===== src/rtl/timebase_pkg.sv =====
package timebase_pkg;

  localparam int NUM_TAPS = 8;
  localparam int SEL_W    = $clog2(NUM_TAPS);

  // Strobes from control to datapath
  typedef struct packed {
    logic countEn;   // advance the counter by one this cycle
    logic clearAll;  // hold the counter at zero
  } ctrlStrobes_t;

  // Division exponent for a tap index: ratio = 2**exponent
  function automatic int tapExponent(input int idx, input int preBits, input int chainBits);
    int e;
    if (idx < 5)       e = preBits + 3 + idx;
    else if (idx == 5) e = preBits + 11;
    else if (idx == 6) e = preBits + 13;
    else               e = preBits + chainBits;
    return e;
  endfunction

endpackage


===== src/rtl/timebase_divider.sv =====
module timebase_divider
  import timebase_pkg::*;
#(
  parameter int PRE_BITS   = 7,
  parameter int CHAIN_BITS = 15
) (
  input  logic             clk,
  input  logic             rst,
  input  ctrlStrobes_t     strobes,
  input  logic [SEL_W-1:0] rateSel,
  output logic             tapHit
);

  localparam int TOTAL = PRE_BITS + CHAIN_BITS;

  logic [TOTAL-1:0]    cnt;
  logic [TOTAL-1:0]    cntNext;
  logic [NUM_TAPS-1:0] edgeAt;

  assign cntNext = cnt + {{(TOTAL-1){1'b0}}, 1'b1};

  always_ff @(posedge clk) begin
    if (rst || strobes.clearAll) cnt <= '0;
    else if (strobes.countEn)    cnt <= cntNext;
  end

  // Rising-edge detector on each selectable tap bit
  for (genvar i = 0; i < NUM_TAPS; i++) begin : gTap
    localparam int TAP_BIT = tapExponent(i, PRE_BITS, CHAIN_BITS) - 1;
    assign edgeAt[i] = ~cnt[TAP_BIT] & cntNext[TAP_BIT];
  end

  assign tapHit = strobes.countEn & ~strobes.clearAll & edgeAt[rateSel];

  // a clear request leaves the counter at zero
  assert_held_zero_R1: assert property (@(posedge clk) disable iff (rst)
    strobes.clearAll |=> (cnt == '0));

  // with no count strobe the counter does not move
  assert_frozen_R9: assert property (@(posedge clk) disable iff (rst)
    (!strobes.countEn && !strobes.clearAll) |=> $stable(cnt));

endmodule


===== src/rtl/timebase_ctrl.sv =====
module timebase_ctrl
  import timebase_pkg::*;
(
  input  logic         clk,
  input  logic         rst,
  input  logic         intTick,
  input  logic         extTick,
  input  logic         extSel,
  input  logic         enable,
  input  logic         stopMode,
  input  logic         stopRunEn,
  input  logic         tapHit,
  input  logic         ackWr,
  input  logic         ackVal,
  input  logic         irqEn,
  output ctrlStrobes_t strobes,
  output logic         flag,
  output logic         irq
);

  logic selTick;
  logic stopHold;
  logic ackClear;

  assign selTick  = extSel ? extTick : intTick;
  assign stopHold = stopMode & ~stopRunEn;
  assign ackClear = ackWr & ackVal;

  always_comb begin
    strobes.clearAll = ~enable;
    strobes.countEn  = enable & selTick & ~stopHold;
  end

  // A tap event takes priority over a clearing acknowledge
  always_ff @(posedge clk) begin
    if (rst)           flag <= 1'b0;
    else if (tapHit)   flag <= 1'b1;
    else if (ackClear) flag <= 1'b0;
  end

  assign irq = flag & irqEn;

  // a tap event raises the flag on the next edge
  assert_flag_set_R3: assert property (@(posedge clk) disable iff (rst)
    tapHit |=> flag);

  // writing one clears the flag, writing zero keeps it
  assert_ack_clear_R6: assert property (@(posedge clk) disable iff (rst)
    (ackWr && ackVal && !tapHit) |=> !flag);
  assert_ack_zero_R6: assert property (@(posedge clk) disable iff (rst)
    (ackWr && !ackVal && flag) |=> flag);

  // a simultaneous event wins over the acknowledge
  assert_ack_race_R7: assert property (@(posedge clk) disable iff (rst)
    (tapHit && ackWr && ackVal) |=> flag);

  // the divider reports no event while disabled
  assert_quiet_off_R1: assert property (@(posedge clk) disable iff (rst)
    !enable |-> !tapHit);

  // no event while stop mode freezes the count
  assert_stop_quiet_R9: assert property (@(posedge clk) disable iff (rst)
    (stopMode && !stopRunEn) |-> !tapHit);

  // a request needs both the flag and the enable
  assert_irq_gate_R5: assert property (@(posedge clk) disable iff (rst)
    irq |-> (flag && irqEn));

endmodule


===== src/rtl/timebase_irq.sv =====
module timebase_irq
  import timebase_pkg::*;
#(
  parameter int PRE_BITS   = 7,
  parameter int CHAIN_BITS = 15
) (
  input  logic       clk,
  input  logic       rst,
  input  logic       intTick,
  input  logic       extTick,
  input  logic       extSel,
  input  logic       enable,
  input  logic [2:0] rateSel,
  input  logic       irqEn,
  input  logic       ackWr,
  input  logic       ackVal,
  input  logic       stopMode,
  input  logic       stopRunEn,
  output logic       flag,
  output logic       irq
);

  ctrlStrobes_t strobes;
  logic         tapHit;

  timebase_ctrl uCtrl (
    .clk       (clk),
    .rst       (rst),
    .intTick   (intTick),
    .extTick   (extTick),
    .extSel    (extSel),
    .enable    (enable),
    .stopMode  (stopMode),
    .stopRunEn (stopRunEn),
    .tapHit    (tapHit),
    .ackWr     (ackWr),
    .ackVal    (ackVal),
    .irqEn     (irqEn),
    .strobes   (strobes),
    .flag      (flag),
    .irq       (irq)
  );

  timebase_divider #(
    .PRE_BITS   (PRE_BITS),
    .CHAIN_BITS (CHAIN_BITS)
  ) uDiv (
    .clk     (clk),
    .rst     (rst),
    .strobes (strobes),
    .rateSel (rateSel),
    .tapHit  (tapHit)
  );

endmodule


===== config.mk =====
export PLATFORM = sky130hd
export DESIGN_NAME = timebase_irq
export DESIGN_NICKNAME = d
export VERILOG_FILES = /design/src/rtl/timebase_pkg.sv /design/src/rtl/timebase_divider.sv /design/src/rtl/timebase_ctrl.sv /design/src/rtl/timebase_irq.sv
export SDC_FILE = /design/constraint.sdc
export NUM_CORES = 1
export LEC_CHECK = 0
export ABC_CLOCK_PERIOD_IN_PS = 2500
export CAP_MARGIN = 0
export CORE_MARGIN = 10
export CORE_UTILIZATION = 45
export CTS_CLUSTER_SIZE = 40
export DETAILED_ROUTE_END_ITERATION = 6
export MAX_ROUTING_LAYER = met4
export PLACE_DENSITY = 0.69
export SLEW_MARGIN = 30
export SYNTH_ARGS = -nofsm -noshare
export SYNTH_HDL_FRONTEND = slang
export SYNTH_HIERARCHICAL = 1
export SYNTH_SLANG_ARGS = --single-unit

===== constraint.sdc =====
create_clock -name clk -period 2.5 [get_ports clk]
set_clock_uncertainty 0.05 [all_clocks]
set_input_delay 0.75 -clock clk [delete_from_list [all_inputs] [get_ports clk]]
set_output_delay 0.75 -clock clk [all_outputs]
set_load 0.1 [all_outputs]

Yosys cells after proc, flatten, opt, wreduce, memory -nomap -nowiden
Cells that the tools add are included.
Widths: inputs -> output; s select.
{"block": "word_totals", "inputBits": 14, "wordCells": 37, "out_inout_bits": 2, "reg_bits": 23}
{"block": "classes", "muxes": 5, "n_bitwise": 26, "n_reduce_logical": 2, "add_sub_neg": 1, "magnitude_cmp": 1}
{"cell": "$add 22x1->22 const B", "count": 1}
{"cell": "$and 1x1->1", "count": 15}
{"cell": "$not 1->1", "count": 11}
{"cell": "$lt 3x4->1 const B", "count": 1}
{"cell": "$mux 1", "count": 4}
{"cell": "$bmux 1 s3", "count": 1}
{"cell": "$reduce_bool 2->1", "count": 1}
{"cell": "$logic_or 1x1->1", "count": 1}

Logic depth before layout (Yosys ltp)
{"block": "logic_depth", "word_depth": 7, "ltp_mapped": 10, "depth_no_buf": 10}

Modules after synthesis
Netlist, hierarchy kept.
{"mod": "timebase_divider", "cells_per_inst": 136, "seq_area_each_um2": 440.4, "n_inst": 1, "area_each_um2": 1197.4}
{"mod": "timebase_ctrl", "cells_per_inst": 9, "seq_area_each_um2": 20.0, "n_inst": 1, "area_each_um2": 72.6}

Worst setup path before layout
OpenSTA, ideal clock, no wires.
{"block": "synth_path", "path_type": "register to output", "startpoint": "register uCtrl.flag", "endpoint": "output irq", "arrival_ns": 1.813, "t_required_ns": 1.700, "path_slack_ns": -0.113, "path_stages_with_launch": 2, "cell_sequence": "dfxtp_1 -> and2_1"}
{"block": "synth_between", "elab_chain_len": 1}
{"item": "start: declaration", "line_no": "timebase_ctrl.sv:17", "text": "output logic flag,"}
{"item": "start signal: assignment", "line_no": "timebase_ctrl.sv:36", "text": "if (rst) flag <= 1'b0;"}
{"item": "start signal: assignment", "line_no": "timebase_ctrl.sv:37", "text": "else if (tapHit) flag <= 1'b1;"}
{"item": "start signal: assignment", "line_no": "timebase_ctrl.sv:38", "text": "else if (ackClear) flag <= 1'b0;"}
{"item": "$and 1x1->1", "line_no": "timebase_ctrl.sv:41", "text": "assign irq = flag & irqEn;"}
{"item": "end: declaration", "line_no": "timebase_irq.sv:20", "text": "output logic irq"}
No other way between the ends.

==> reports/qor.csv <==
stage,metric,value,unit
layout,fin area,1570,sq um
layout,synthesis-to-layout area growth,23.5,%
worst_setup_path,worst setup path category,in -> reg,
power_and_ir_drop,Pwr per Cell Area,391,nW/um^2
synth,Adder-Cell Fraction of Synth Area,8.87,%
sta,final setup TNS,0,ps
grt,initial antenna violation count,0,
clock_network,CTS H-tree lvls,1,
synth,complex-gate fraction of the synthesized area,9.46,%
synth,syn avg cell area,8.76,sq um
power_and_ir_drop,total chip power,0.000614,W
power_and_ir_drop,Reg power frac,61.2,%
grt,global router's overall resource usage,10.9,%
placement,GPL Wtd Cong,0.831,
grt,first-pass GRT wire length,4700,microns
power_and_ir_drop,Pleak,0.607,nW
sta,final period utilization,98.2,%
grt,GRT overflow,0,
min_path,hold_sp,uDiv/cnt[20]$_SDFFE_PP0P_,
layout,nets,193,
placement,DP Wirelength,2190,microns
layout,share of layout cells above drive strength 1,18.3,%
sta,worst slew pin tran,279,ps
detailed_routing,drt first pass iters,4,
min_path,hold path cells,2,
synth,Simple-Gate Fraction of Synth Area,28.0,%
clock_network,CTS root buf,clkbuf_4,
grt,largest net degree at the start of global routing,27,
min_path,worst min path class,reg -> reg,
synth,largest cells by area after synthesis,"dfxtp_1, ha_1, nor2_1",
synth,top cell type's share of synthesized area,36.3,%
sta,Final setup viols,0,
worst_setup_path,reg-to-reg startpoint,uDiv/cnt[8]$_SDFFE_PP0P_,
status,status,"complete, no violations",
layout,most frequent cells in the layout,"nor2_1, dfxtp_1, buf_4",
clock_network,CTS tree,built,
clock_network,Bufs on Longest Clock Path,2,
synth,xor and xnor area share after synthesis,5.52,%
floorplan,die height,73.1,microns
worst_setup_path,flop2flop setup slack,90,ps
clock_network,clk sink count,23,
synth,Synth Cell Area,1270,sq um
sta,Fin. Hold Viols,0,
detailed_routing,WL final,2920,microns
layout,diodes inserted,0,
worst_setup_path,crit path DAT,2670,ps
detailed_routing,drt wl/cell,14.6,microns
power_and_ir_drop,Switch Pwr,0.000148,W
synth,Yosys reg bits,23,
power_and_ir_drop,clock network fraction of design power,28.2,%
worst_setup_path,critical path's most frequent cell,or4_4,
floorplan,num ports,16,
min_path,Min-Delay Endpoint,uDiv/cnt[20]$_SDFFE_PP0P_,
worst_setup_path,CP Capture Type,register,
power_and_ir_drop,Peak VDD IR,343,uV
synth,"Distinct cells, synth",35,
worst_setup_path,critical path's slowest cell,or4_4,
synth,post-synthesis sequential area ratio,36.3,%
clock_network,hold bufs inserted after CTS,0,
worst_setup_path,Setup crit start kind,input port,
synth,largest family of logic cells by synthesized area,simple AND/OR/NAND/NOR gates,
worst_setup_path,FF-to-FF End,uCtrl/flag$_SDFFE_PP0P_,
sta,min Tclk post-route,2450,ps
power_and_ir_drop,Comb power frac,10.6,%
clock_network,Num CTS Buffers,3,
power_and_ir_drop,sw frac,24.1,%
synth,post-synth net total,168,
sta,RSZ-0062 raised after global routing,yes,
layout,Layout fillers,235,
floorplan,Starting Density,46.5,%
sta,relative slew slack,81.4,%
floorplan,die area,5350,sq um
floorplan,core area,2730,sq um
worst_setup_path,CP required,2710,ps
floorplan,Core Rows,19,
clock_network,Worst-path clk slew,130,ps
detailed_routing,Routed Antenna Nets,0,
run,Max Cap Viol,0,
synth,Syn Inst Count,145,
power_and_ir_drop,P_int,0.000466,W
worst_setup_path,"slowest stage delay, CP",500,ps
detailed_routing,drt first-iter violations,42,
sta,final count of pins violating max slew,0,
detailed_routing,drc violations,0,
detailed_routing,detail-routed via count per cell,5.70,
floorplan,DIE WIDTH,73.1,microns
placement,PortBufs,15,
detailed_routing,DR vias,1139,
synth,mux cell area share after synthesis,5.91,%
synth,Yosys warning total,6,
worst_setup_path,crit-path cells,"clkdlybuf4s50_1, mux2i_1, nor3_2, nand2_4, or4_4, or4_4, nand2_1",
worst_setup_path,FF-to-FF path depth,10,
placement,placed inst area,1510,sq um
clock_network,clk_lat worst skew,310,ps
synth,most area-hungry cell type in the Yosys netlist,dfxtp_1,
layout,Layout Utilization,57.4,%
worst_setup_path,crit-path max FO,7,
sta,Fmax,0.408,GHz
grt,vias in the first global route,1105,
==> how the worst max path moves through the flow <==
stage	from	slack, ps	end
2_1_floorplan	extSel	110	uDiv/cnt[16]$_SDFFE_PP0P_
3_3_place_gp	extSel	-310	uDiv/cnt[16]$_SDFFE_PP0P_
3_5_place_dp	extSel	-350	uDiv/cnt[16]$_SDFFE_PP0P_
4_1_cts	uDiv/cnt[8]$_SDFFE_PP0P_	20	uCtrl/flag$_SDFFE_PP0P_
5_1_grt	uDiv/cnt[8]$_SDFFE_PP0P_	-50	uCtrl/flag$_SDFFE_PP0P_
6_report	intTick	50	uDiv/cnt[16]$_SDFFE_PP0P_
==> routing by layer <==
metal / global-route usage, % / vias up / wire, microns
met1: 12.5 / 557 / 1240
met4: 4.01 / 0 / 17
met5: - / - / 0
met2: 18.3 / 19 / 1580
li1: - / 561 / -
met3: 1.90 / 2 / 84
==> Yosys cell counts (all sizes together) <==
master and instances:
dfxtp 23, nor2 22, inv 10, ha 9, a211oi 8, nand2 8
nand3 7, nand4 6, xor2 6, and3 5, clkbuf 5, and2 4
nor3 4, mux2i 3, or4 3, a21oi 2, buf 2, mux4 2
o211ai 2, o21ai 2, or3 2, xnor2 2, a311oi 1, a31oi 1
a41o 1, and4 1, nor2b 1, nor3b 1, nor4 1, or2 1
==> flip-flops by register name (all words and copies together), names as in the netlist <==
signal	flops
uDiv/cnt	22
uCtrl/flag	1
==> power groups by stage <==
stage	Combinational, W	Sequential (W)	Clock [W]
after floorplan	0.0000330	0.000382	0
after detailed placement	0.0000633	0.000384	0
after global placement	0.0000610	0.000383	0
after global routing	0.0000712	0.000376	0.000193
after CTS	0.0000650	0.000376	0.000179
final	0.0000651	0.000376	0.000173
==> kinds of logic (layout without fill, tap and decap cells) <==
kind of cell | count (synthesis) | count (layout)
AND/OR/NAND/NOR | 66 | 66
flip-flops | 23 | 23
AO/OA/AOI/OAI | 17 | 17
buffers and inverters | 17 | 41
adder cells (fa/ha/maj) | 9 | 9
XOR/XNOR | 8 | 8
multiplexers | 5 | 5
==> critical path: cells and delay by family <==
kind	cells	cell delay, ps
buffers and inverters	1	460
muxes	1	80
and+or+nand+nor	5	1390
==> layout make-up <==
class                           instances  area (sq um)  share of cell area, %
Timing Repair Buffer                   27           250                   15.9
Sequential cell                        23           462                   29.4
Multi-Input combinational cell        105           753                   48.0
Clock buffer                            3          22.5                   1.44
Tap cell                               31          38.8                   2.47
Inverter                               10          37.5                   2.39
Clock inverter                          1          5.00                  0.319
==> timing repair <==
item,CTS,global route
gates cloned,0,0
buffers inserted,1,0
endpoints found under the setup margin,1,4
gates resized for setup,1,5
pin swaps,1,1
==> metrics by stage <==
stage	cells	setup slack (ps)	hold slack [ps]
global placement	195	-308	412
CTS	200	17.3	447
detailed placement	195	-345	429
floorplan	145	106	402
finish	200	46.1	447
global route	200	-48.9	475
No activity file was read; power rests on OpenSTA's default activity.
